<file path="src/rtl/cu_pkg.sv">
package cu_pkg;

    typedef enum logic [2:0] {
        ST_IDLE,
        ST_SUSP,
        ST_RD_HEAD,
        ST_RD_LINK,
        ST_EXEC,
        ST_WR_STAT,
        ST_RELINK
    } cu_state_e;

    typedef enum logic [1:0] {
        HC_NONE   = 2'd0,
        HC_START  = 2'd1,
        HC_RESUME = 2'd2,
        HC_RSVD   = 2'd3
    } host_cmd_e;

    // head word layout: command in 31:16, status in 15:0
    localparam int BIT_END  = 31;
    localparam int BIT_SUSP = 30;
    localparam int BIT_DONE = 15;
    localparam int BIT_OK   = 13;

    localparam logic [1:0] US_IDLE   = 2'd0;
    localparam logic [1:0] US_ACTIVE = 2'd1;
    localparam logic [1:0] US_SUSP   = 2'd2;

endpackage

</file>
<file path="src/rtl/cu_host_cmd_reg.sv">
module cu_host_cmd_reg #(
    parameter int ADDR_W = 32
) (
    input  logic              clk,
    input  logic              rst_n,
    input  logic              wr_en,
    input  logic [1:0]        wr_code,
    input  logic [ADDR_W-1:0] wr_ptr,
    input  logic              take,
    output logic [1:0]        code_q,
    output logic [ADDR_W-1:0] ptr_q,
    output logic              pending
);
    import cu_pkg::*;

    always_ff @(posedge clk or negedge rst_n) begin
        if (!rst_n) begin
            code_q <= HC_NONE;
            ptr_q  <= '0;
        end else if (wr_en) begin
            code_q <= wr_code;
            ptr_q  <= wr_ptr;
        end else if (take) begin
            code_q <= HC_NONE;
        end
    end

    assign pending = (code_q != HC_NONE);

endmodule

</file>
<file path="src/rtl/cu_exec_timer.sv">
module cu_exec_timer #(
    parameter int EXEC_CYCLES = 4
) (
    input  logic clk,
    input  logic rst_n,
    input  logic kick,
    output logic expired
);
    localparam int CW = $clog2(EXEC_CYCLES + 1);

    logic [CW-1:0] cnt_q;
    logic          run_q;

    always_ff @(posedge clk or negedge rst_n) begin
        if (!rst_n) begin
            cnt_q <= '0;
            run_q <= 1'b0;
        end else if (kick) begin
            cnt_q <= CW'(EXEC_CYCLES - 1);
            run_q <= 1'b1;
        end else if (run_q) begin
            if (cnt_q == '0) begin
                run_q <= 1'b0;
            end else begin
                cnt_q <= cnt_q - 1'b1;
            end
        end
    end

    assign expired = run_q && (cnt_q == '0);

endmodule

</file>
<file path="src/rtl/cu_irq_div.sv">
module cu_irq_div #(
    parameter int IRQ_EVERY = 16
) (
    input  logic clk,
    input  logic rst_n,
    input  logic blk_done,
    output logic irq
);
    localparam int CW = (IRQ_EVERY > 1) ? $clog2(IRQ_EVERY) : 1;

    logic [CW-1:0] cnt_q;

    always_ff @(posedge clk or negedge rst_n) begin
        if (!rst_n) begin
            cnt_q <= '0;
            irq   <= 1'b0;
        end else if (blk_done) begin
            if (cnt_q == CW'(IRQ_EVERY - 1)) begin
                cnt_q <= '0;
                irq   <= 1'b1;
            end else begin
                cnt_q <= cnt_q + 1'b1;
                irq   <= 1'b0;
            end
        end else begin
            irq <= 1'b0;
        end
    end

endmodule

</file>
<file path="src/rtl/cu_listwalk.sv">
module cu_listwalk #(
    parameter int ADDR_W      = 32,
    parameter int EXEC_CYCLES = 4,
    parameter int IRQ_EVERY   = 16
) (
    input  logic              clk,
    input  logic              rst_n,
    input  logic              host_cmd_we,
    input  logic [1:0]        host_cmd,
    input  logic [ADDR_W-1:0] host_ptr,
    output logic              cmd_pending,
    output logic [1:0]        unit_state,
    output logic              irq,
    output logic              mem_req,
    output logic              mem_we,
    output logic [ADDR_W-1:0] mem_addr,
    output logic [31:0]       mem_wdata,
    input  logic [31:0]       mem_rdata,
    input  logic              mem_ack
);
    import cu_pkg::*;

    localparam int DATA_W     = 32;
    localparam int WORD_BYTES = DATA_W / 8;
    localparam logic [ADDR_W-1:0] LINK_OFS = ADDR_W'(WORD_BYTES);
    localparam logic [DATA_W-1:0] DONE_MASK =
        (DATA_W'(1) << BIT_DONE) | (DATA_W'(1) << BIT_OK);

    cu_state_e         state_q, state_d;
    logic [1:0]        hc_code;
    logic [ADDR_W-1:0] hc_ptr;
    logic              hc_take;
    logic              take_start, take_resume, at_rest;
    logic              exec_kick, exec_expired, blk_done;
    logic [ADDR_W-1:0] cur_addr_q, last_addr_q;
    logic [DATA_W-1:0] head_q, link_q;

    cu_host_cmd_reg #(.ADDR_W(ADDR_W)) u_cmd (
        .clk     (clk),
        .rst_n   (rst_n),
        .wr_en   (host_cmd_we),
        .wr_code (host_cmd),
        .wr_ptr  (host_ptr),
        .take    (hc_take),
        .code_q  (hc_code),
        .ptr_q   (hc_ptr),
        .pending (cmd_pending)
    );

    cu_exec_timer #(.EXEC_CYCLES(EXEC_CYCLES)) u_timer (
        .clk     (clk),
        .rst_n   (rst_n),
        .kick    (exec_kick),
        .expired (exec_expired)
    );

    cu_irq_div #(.IRQ_EVERY(IRQ_EVERY)) u_irq (
        .clk      (clk),
        .rst_n    (rst_n),
        .blk_done (blk_done),
        .irq      (irq)
    );

    // host command acceptance
    assign at_rest     = (state_q == ST_IDLE) || (state_q == ST_SUSP);
    assign take_start  = cmd_pending && (hc_code == HC_START) && at_rest;
    assign take_resume = cmd_pending && (hc_code == HC_RESUME) && (state_q == ST_SUSP);
    // anything but a start is consumed at once; a start waits for rest
    assign hc_take     = cmd_pending && ((hc_code != HC_START) || at_rest);

    // state register
    always_ff @(posedge clk or negedge rst_n) begin
        if (!rst_n) begin
            state_q <= ST_IDLE;
        end else begin
            state_q <= state_d;
        end
    end

    // next state
    always_comb begin
        state_d = state_q;
        unique case (state_q)
            ST_IDLE: begin
                if (take_start) state_d = ST_RD_HEAD;
            end
            ST_SUSP: begin
                if (take_start)       state_d = ST_RD_HEAD;
                else if (take_resume) state_d = ST_RELINK;
            end
            ST_RD_HEAD: begin
                if (mem_ack) state_d = ST_RD_LINK;
            end
            ST_RD_LINK: begin
                if (mem_ack) state_d = ST_EXEC;
            end
            ST_EXEC: begin
                if (exec_expired) state_d = ST_WR_STAT;
            end
            ST_WR_STAT: begin
                if (mem_ack) begin
                    if (head_q[BIT_END])       state_d = ST_IDLE;
                    else if (head_q[BIT_SUSP]) state_d = ST_SUSP;
                    else                       state_d = ST_RD_HEAD;
                end
            end
            ST_RELINK: begin
                if (mem_ack) state_d = ST_RD_HEAD;
            end
            default: state_d = ST_IDLE;
        endcase
    end

    // outputs
    always_comb begin
        mem_req    = 1'b0;
        mem_we     = 1'b0;
        mem_addr   = cur_addr_q;
        mem_wdata  = head_q | DONE_MASK;
        exec_kick  = 1'b0;
        blk_done   = 1'b0;
        unit_state = US_ACTIVE;
        unique case (state_q)
            ST_IDLE:    unit_state = US_IDLE;
            ST_SUSP:    unit_state = US_SUSP;
            ST_RD_HEAD: mem_req = 1'b1;
            ST_RD_LINK: begin
                mem_req   = 1'b1;
                mem_addr  = cur_addr_q + LINK_OFS;
                exec_kick = mem_ack;
            end
            ST_EXEC:    ;
            ST_WR_STAT: begin
                mem_req  = 1'b1;
                mem_we   = 1'b1;
                blk_done = mem_ack;
            end
            ST_RELINK: begin
                mem_req  = 1'b1;
                mem_addr = last_addr_q + LINK_OFS;
            end
            default: unit_state = US_IDLE;
        endcase
    end

    // block datapath
    always_ff @(posedge clk or negedge rst_n) begin
        if (!rst_n) begin
            cur_addr_q  <= '0;
            last_addr_q <= '0;
            head_q      <= '0;
            link_q      <= '0;
        end else begin
            if (take_start) begin
                cur_addr_q <= hc_ptr;
            end
            if (state_q == ST_RD_HEAD && mem_ack) begin
                head_q <= mem_rdata;
            end
            if (state_q == ST_RD_LINK && mem_ack) begin
                link_q <= mem_rdata;
            end
            if (blk_done) begin
                last_addr_q <= cur_addr_q;
                cur_addr_q  <= link_q[ADDR_W-1:0];
            end
            if (state_q == ST_RELINK && mem_ack) begin
                cur_addr_q <= mem_rdata[ADDR_W-1:0];
            end
        end
    end

endmodule

</file>
<file path="config.mk">
export PLATFORM = sky130hd
export DESIGN_NAME = cu_listwalk
export DESIGN_NICKNAME = d
export VERILOG_FILES = /design/src/rtl/cu_pkg.sv /design/src/rtl/cu_host_cmd_reg.sv /design/src/rtl/cu_exec_timer.sv /design/src/rtl/cu_irq_div.sv /design/src/rtl/cu_listwalk.sv
export SDC_FILE = /design/constraint.sdc
export NUM_CORES = 1
export LEC_CHECK = 0
export BUFFER_PORTS_ARGS = -buffer_cell sky130_fd_sc_hd__buf_4
export CAP_MARGIN = 10
export CORE_MARGIN = 2
export CORE_UTILIZATION = 25
export DETAILED_ROUTE_END_ITERATION = 6
export GPL_ROUTABILITY_DRIVEN = 0
export PLACE_DENSITY = 0.41
export SYNTH_ARGS = -nofsm -noshare
export SYNTH_HDL_FRONTEND = slang
export SYNTH_SLANG_ARGS = --single-unit
export TNS_END_PERCENT = 5
</file>
<file path="constraint.sdc">
create_clock -name clk -period 6.55 [get_ports clk]
set_clock_uncertainty 0.1 [all_clocks]
set_input_delay 0.3275 -clock clk [delete_from_list [all_inputs] [get_ports clk]]
set_output_delay 0.3275 -clock clk [all_outputs]
set_load 0.01 [all_outputs]
</file>
==> results.md <==
- The cell count after synthesis came out at 901.
- Across the run, the number of max-cap violations was 0.
- The count of routing violations after the opening detailed-route iteration is 410.
- The leakage power of the design is 4.85 nW.
- The maximum achievable frequency is 0.205 GHz.
- The critical path's slowest cell is dfrtp_1.
- The core region area is 0.0357 mm2.
- Measured in cells, the most critical reg-to-reg path has a length of 7.
- After Yosys synthesis, XOR and XNOR cells account for 0.773% of the synthesized area.
- Dividing the detail-routed via count by the number of cells gives 4.86.
- The H-tree depth reported by CTS is 4.
- In this run the critical register-to-register path is captured at cur_addr_q[7].
- The synthesized netlist occupies a cell area of 0.00906 mm2.
- Along the worst path, the maximum fanout reaches 22.
- The repair_antennas step left the layout with diodes totalling 0.
- The total power density per cell area is 443 mW/mm2.
- The global-route usage over all layers is 15.4%.
- The initial utilization of the core area, before any placement, comes to 25.4%.
- The class of the tightest hold or removal check is in2reg.
- For hold timing, the worst endpoint is u_cmd.ptr_q[8].
- On the final layout, the worst hold slack is 0.0275 ns.
- The number of optimization iterations in the first detailed-route pass is 6.
- The count of input and output buffers is 137.
- The leading cell type in the layout, fill and taps excluded is dfrtp_1.
- Sequential elements use 47.5% of the synthesized area.
- The worst setup path is captured at a primary output.
- The cell depth of the worst hold path is 2.
- The period utilization is 74.6%.
- The initial antenna violation count was 0.
- The number of fill cells in the layout is 3689.
- The reg2reg setup slack is 3.40 ns.
- The number of global-route vias before repair was 7310.
- For this run, the post-layout net count is 1109.
- Dividing the detail-routed wire length by the instance count gives 18.8 um.
- The post-synthesis area per instance is 10.1 um2.
- Tracing the worst setup path back leads to its startpoint at state_q[0].
- Counting flops with an async set or reset pin after synthesis yields a share of 100%.
- The peak per-stage delay on the critical path is 0.76 ns.
- The final reports fail on DRC.
- The critical path launch point type is a flip-flop.
- The CTS tree is built.
- By area, the combinational part of the netlist is dominated by multiplexers.
- Detailed placement finished with a half-perimeter wire length of 19.0 mm.
- The die is 194 um tall.
- The detailed-route DRC error count is 2.
- The routed wire length is 28.3 mm.
- The flow ran to the end, but the final reports show violations.
- The die is 194 um wide.
- Summing the areas of all and, or, nand and nor instances in the mapped netlist gives 15.2% of the synthesized area.
- The area growth from synthesis to final layout is 26.1%.
- Setup violations remaining at the end of the flow were counted as 0.
- The I/O pin count is 140.
- The number of gates resized after CTS was 0.
- For this run, the number of Yosys warnings is 0.
- The startpoint of the worst register-to-register path is state_q[1].
- The final hold violation count is 0.
- After routing, the total negative slack on setup checks comes to 0 ns.
- The first global-routing pass estimated 44.9 mm of wire.
- The setup path with the least slack is of type reg2out.
- Setup repair after global routing left no endpoint under its margin.
- After floorplanning, the core was divided into 69 placement rows.
- The global route total overflow is 0.
- In the synthesized netlist the dominant register cell turns out to be dfrtp_1.
- The buffer depth of the longest clock path is 2.
- The netlist uses 74 different library cells.
- After synthesis the netlist holds a flip-flop and latch count of 172.
- For this design, the sink count on the clock tree is 172.
- Across the VDD grid, the largest voltage drop is 186 uV.
- The required arrival time at the worst endpoint is 6.12 ns.
- The floorplan step defined a die boundary enclosing 0.0378 mm2.
- The multiplexer area fraction after synthesis is 17.4%.
- The final period demand of the worst path is 4.89 ns.
- The post-place setup slack is 2.15 ns.
- Clock-pin slew was measured on the worst setup and hold paths at 0.07 ns.
- The cell chosen for the clock root is clkbuf_16.
- The share of synthesized cell area in full adder, half adder and majority cells is 0.552%.
- The library cells used most frequently in the layout, excluding fill and tap cells, are 172 x dfrtp_1, 147 x nand2_1, 147 x buf_4, 99 x mux2_2, 61 x o21ai_0.
- The data arrival at the endpoint of the critical path is 4.46 ns.
- The number of flops mapped to enable cells by yosys is 0.
- For the pin with the worst max-slew slack, the measured transition is 1.02 ns.
- In this run the tightest slew margin relative to its limit is 31.8%.
- At the later pin of the worst-skew pair, clock insertion delay measures 0.45 ns.
- Walking the worst path, the cells encountered are nand3b_1 > nand2_1 > nand2_1 > ha_1 > and4_4 > nand4bb_4 > a211o_1 > nor4_1 > mux2_1 > a21oi_1 > buf_4.
- The pin count of the biggest net entering global routing is 66.
- The startpoint of the tightest hold check path is host_ptr[8].
- The final worst slack is 1.67 ns.
- The most numerous cell type found on the critical path is nand2_1.
- Once detail routing completed, the nets flagged for antenna violations numbered 0.
- Across all layers, the routed design uses 7334 vias.
- The post-route netlist has 28.4% of its cells at a drive strength greater than 1.
- The CTS buffer count is 17.
- The max-slew violation count is 0.
- The fraction of the mapped netlist area in compound gates is 14.8%.
worst max-delay path by stage:
stage                   endpoint
finish              mem_addr[30]
detailed placement  mem_addr[30]
global placement    mem_addr[28]
floorplan           mem_addr[26]
CTS                 mem_addr[30]
global route        mem_addr[30]
per-layer routing:
metal	global-route usage, %	wire length [um]	up-vias
li1	-	-	3518
met1	22.5	14300	3635
met2	22.9	12500	156
met3	2.90	1190	25
met4	4.50	358	0
met5	0	0	-
per-stage QoR:
stage | std cells | cell area (um2) | util, % | power, W
2_1_floorplan | 902 | 9060 | - | 0.00310
3_3_place_gp | 1444 | 10500 | 29.4 | 0.00398
3_5_place_dp | 1444 | 10500 | 29.4 | 0.00401
4_1_cts | 1509 | 11400 | 32.0 | 0.00514
5_1_grt | 1509 | 11400 | 32.0 | 0.00543
6_report | 1509 | 11400 | 32.0 | 0.00506
cell families after synthesis:
group           after synthesis
xor+xnor                      8
simple gates                294
mux                         144
fa+ha+maj                     4
buf+inv                      79
compound gates              199
flops                       172
other cells                   1
critical path, delay by kind of cell, from the launching register on:
| family | cells | cell delay, ns |
|---|---|---|
| AOI/OAI and AO/OA | 2 | 0.65 |
| DFF | 1 | 0.76 |
| buffers and inverters | 1 | 0.13 |
| muxes | 1 | 0.37 |
| adders and majority gates | 1 | 0.31 |
| and+or+nand+nor | 6 | 1.76 |
registers in the layout, summed over array words and instances (netlist names):
register       flops
u_timer.run_q      1
last_addr_q       32
u_cmd.ptr_q       32
cur_addr_q        32
u_timer.cnt_q      3
u_irq.irq          1
u_cmd.code_q       2
link_q            32
u_irq.cnt_q        4
state_q            3
head_q            30
timing repair:
item	4_1_cts	5_1_grt
buffers inserted	0	0
hold endpoints to repair	89	0
hold buffers	33	0
cell type report:
class                   instances  area [um2]  area share (%)
clock buffers                  17         425            3.72
repair buffers                181        1450            12.7
clock inverters                15         181            1.59
well taps                     461         577            5.05
multi-input cells             651        4440            38.9
inverters                      12        45.0           0.394
flip-flops and latches        172        4300            37.7
power breakdown:
part	internal, W	switching, W	total, W
registers	0.00150	0.000546	0.00204
logic	0.000944	0.000988	0.00193
clock network	0.000580	0.000502	0.00108
cell usage after synthesis, types with 5 or more instances:
cell      count  area share (%)
dfrtp_1     172              48
nand2_1     147             6.1
mux2_2       99              12
o21ai_0      61             3.4
nor2_1       52             2.2
mux2i_1      40             4.4
clkbuf_1     36             1.5
a22oi_1      34             2.8
a21oi_1      26             1.4
nand3_1      21             1.2
buf_2        19             1.0
nor3_1       13            0.72
inv_1        12            0.50
a211oi_1     10            0.83
nand2b_1      9            0.62
nand4_1       8            0.55
a31oi_1       7            0.48
and2_1        6            0.41
and3_1        6            0.41
buf_1         6            0.25
o211ai_1      6            0.50
o32ai_1       6            0.58
nor2b_1       5            0.35
o22ai_1       5            0.35
o31ai_1       5            0.41
xnor2_1       5            0.48
Power figures use the tool's default switching activity.
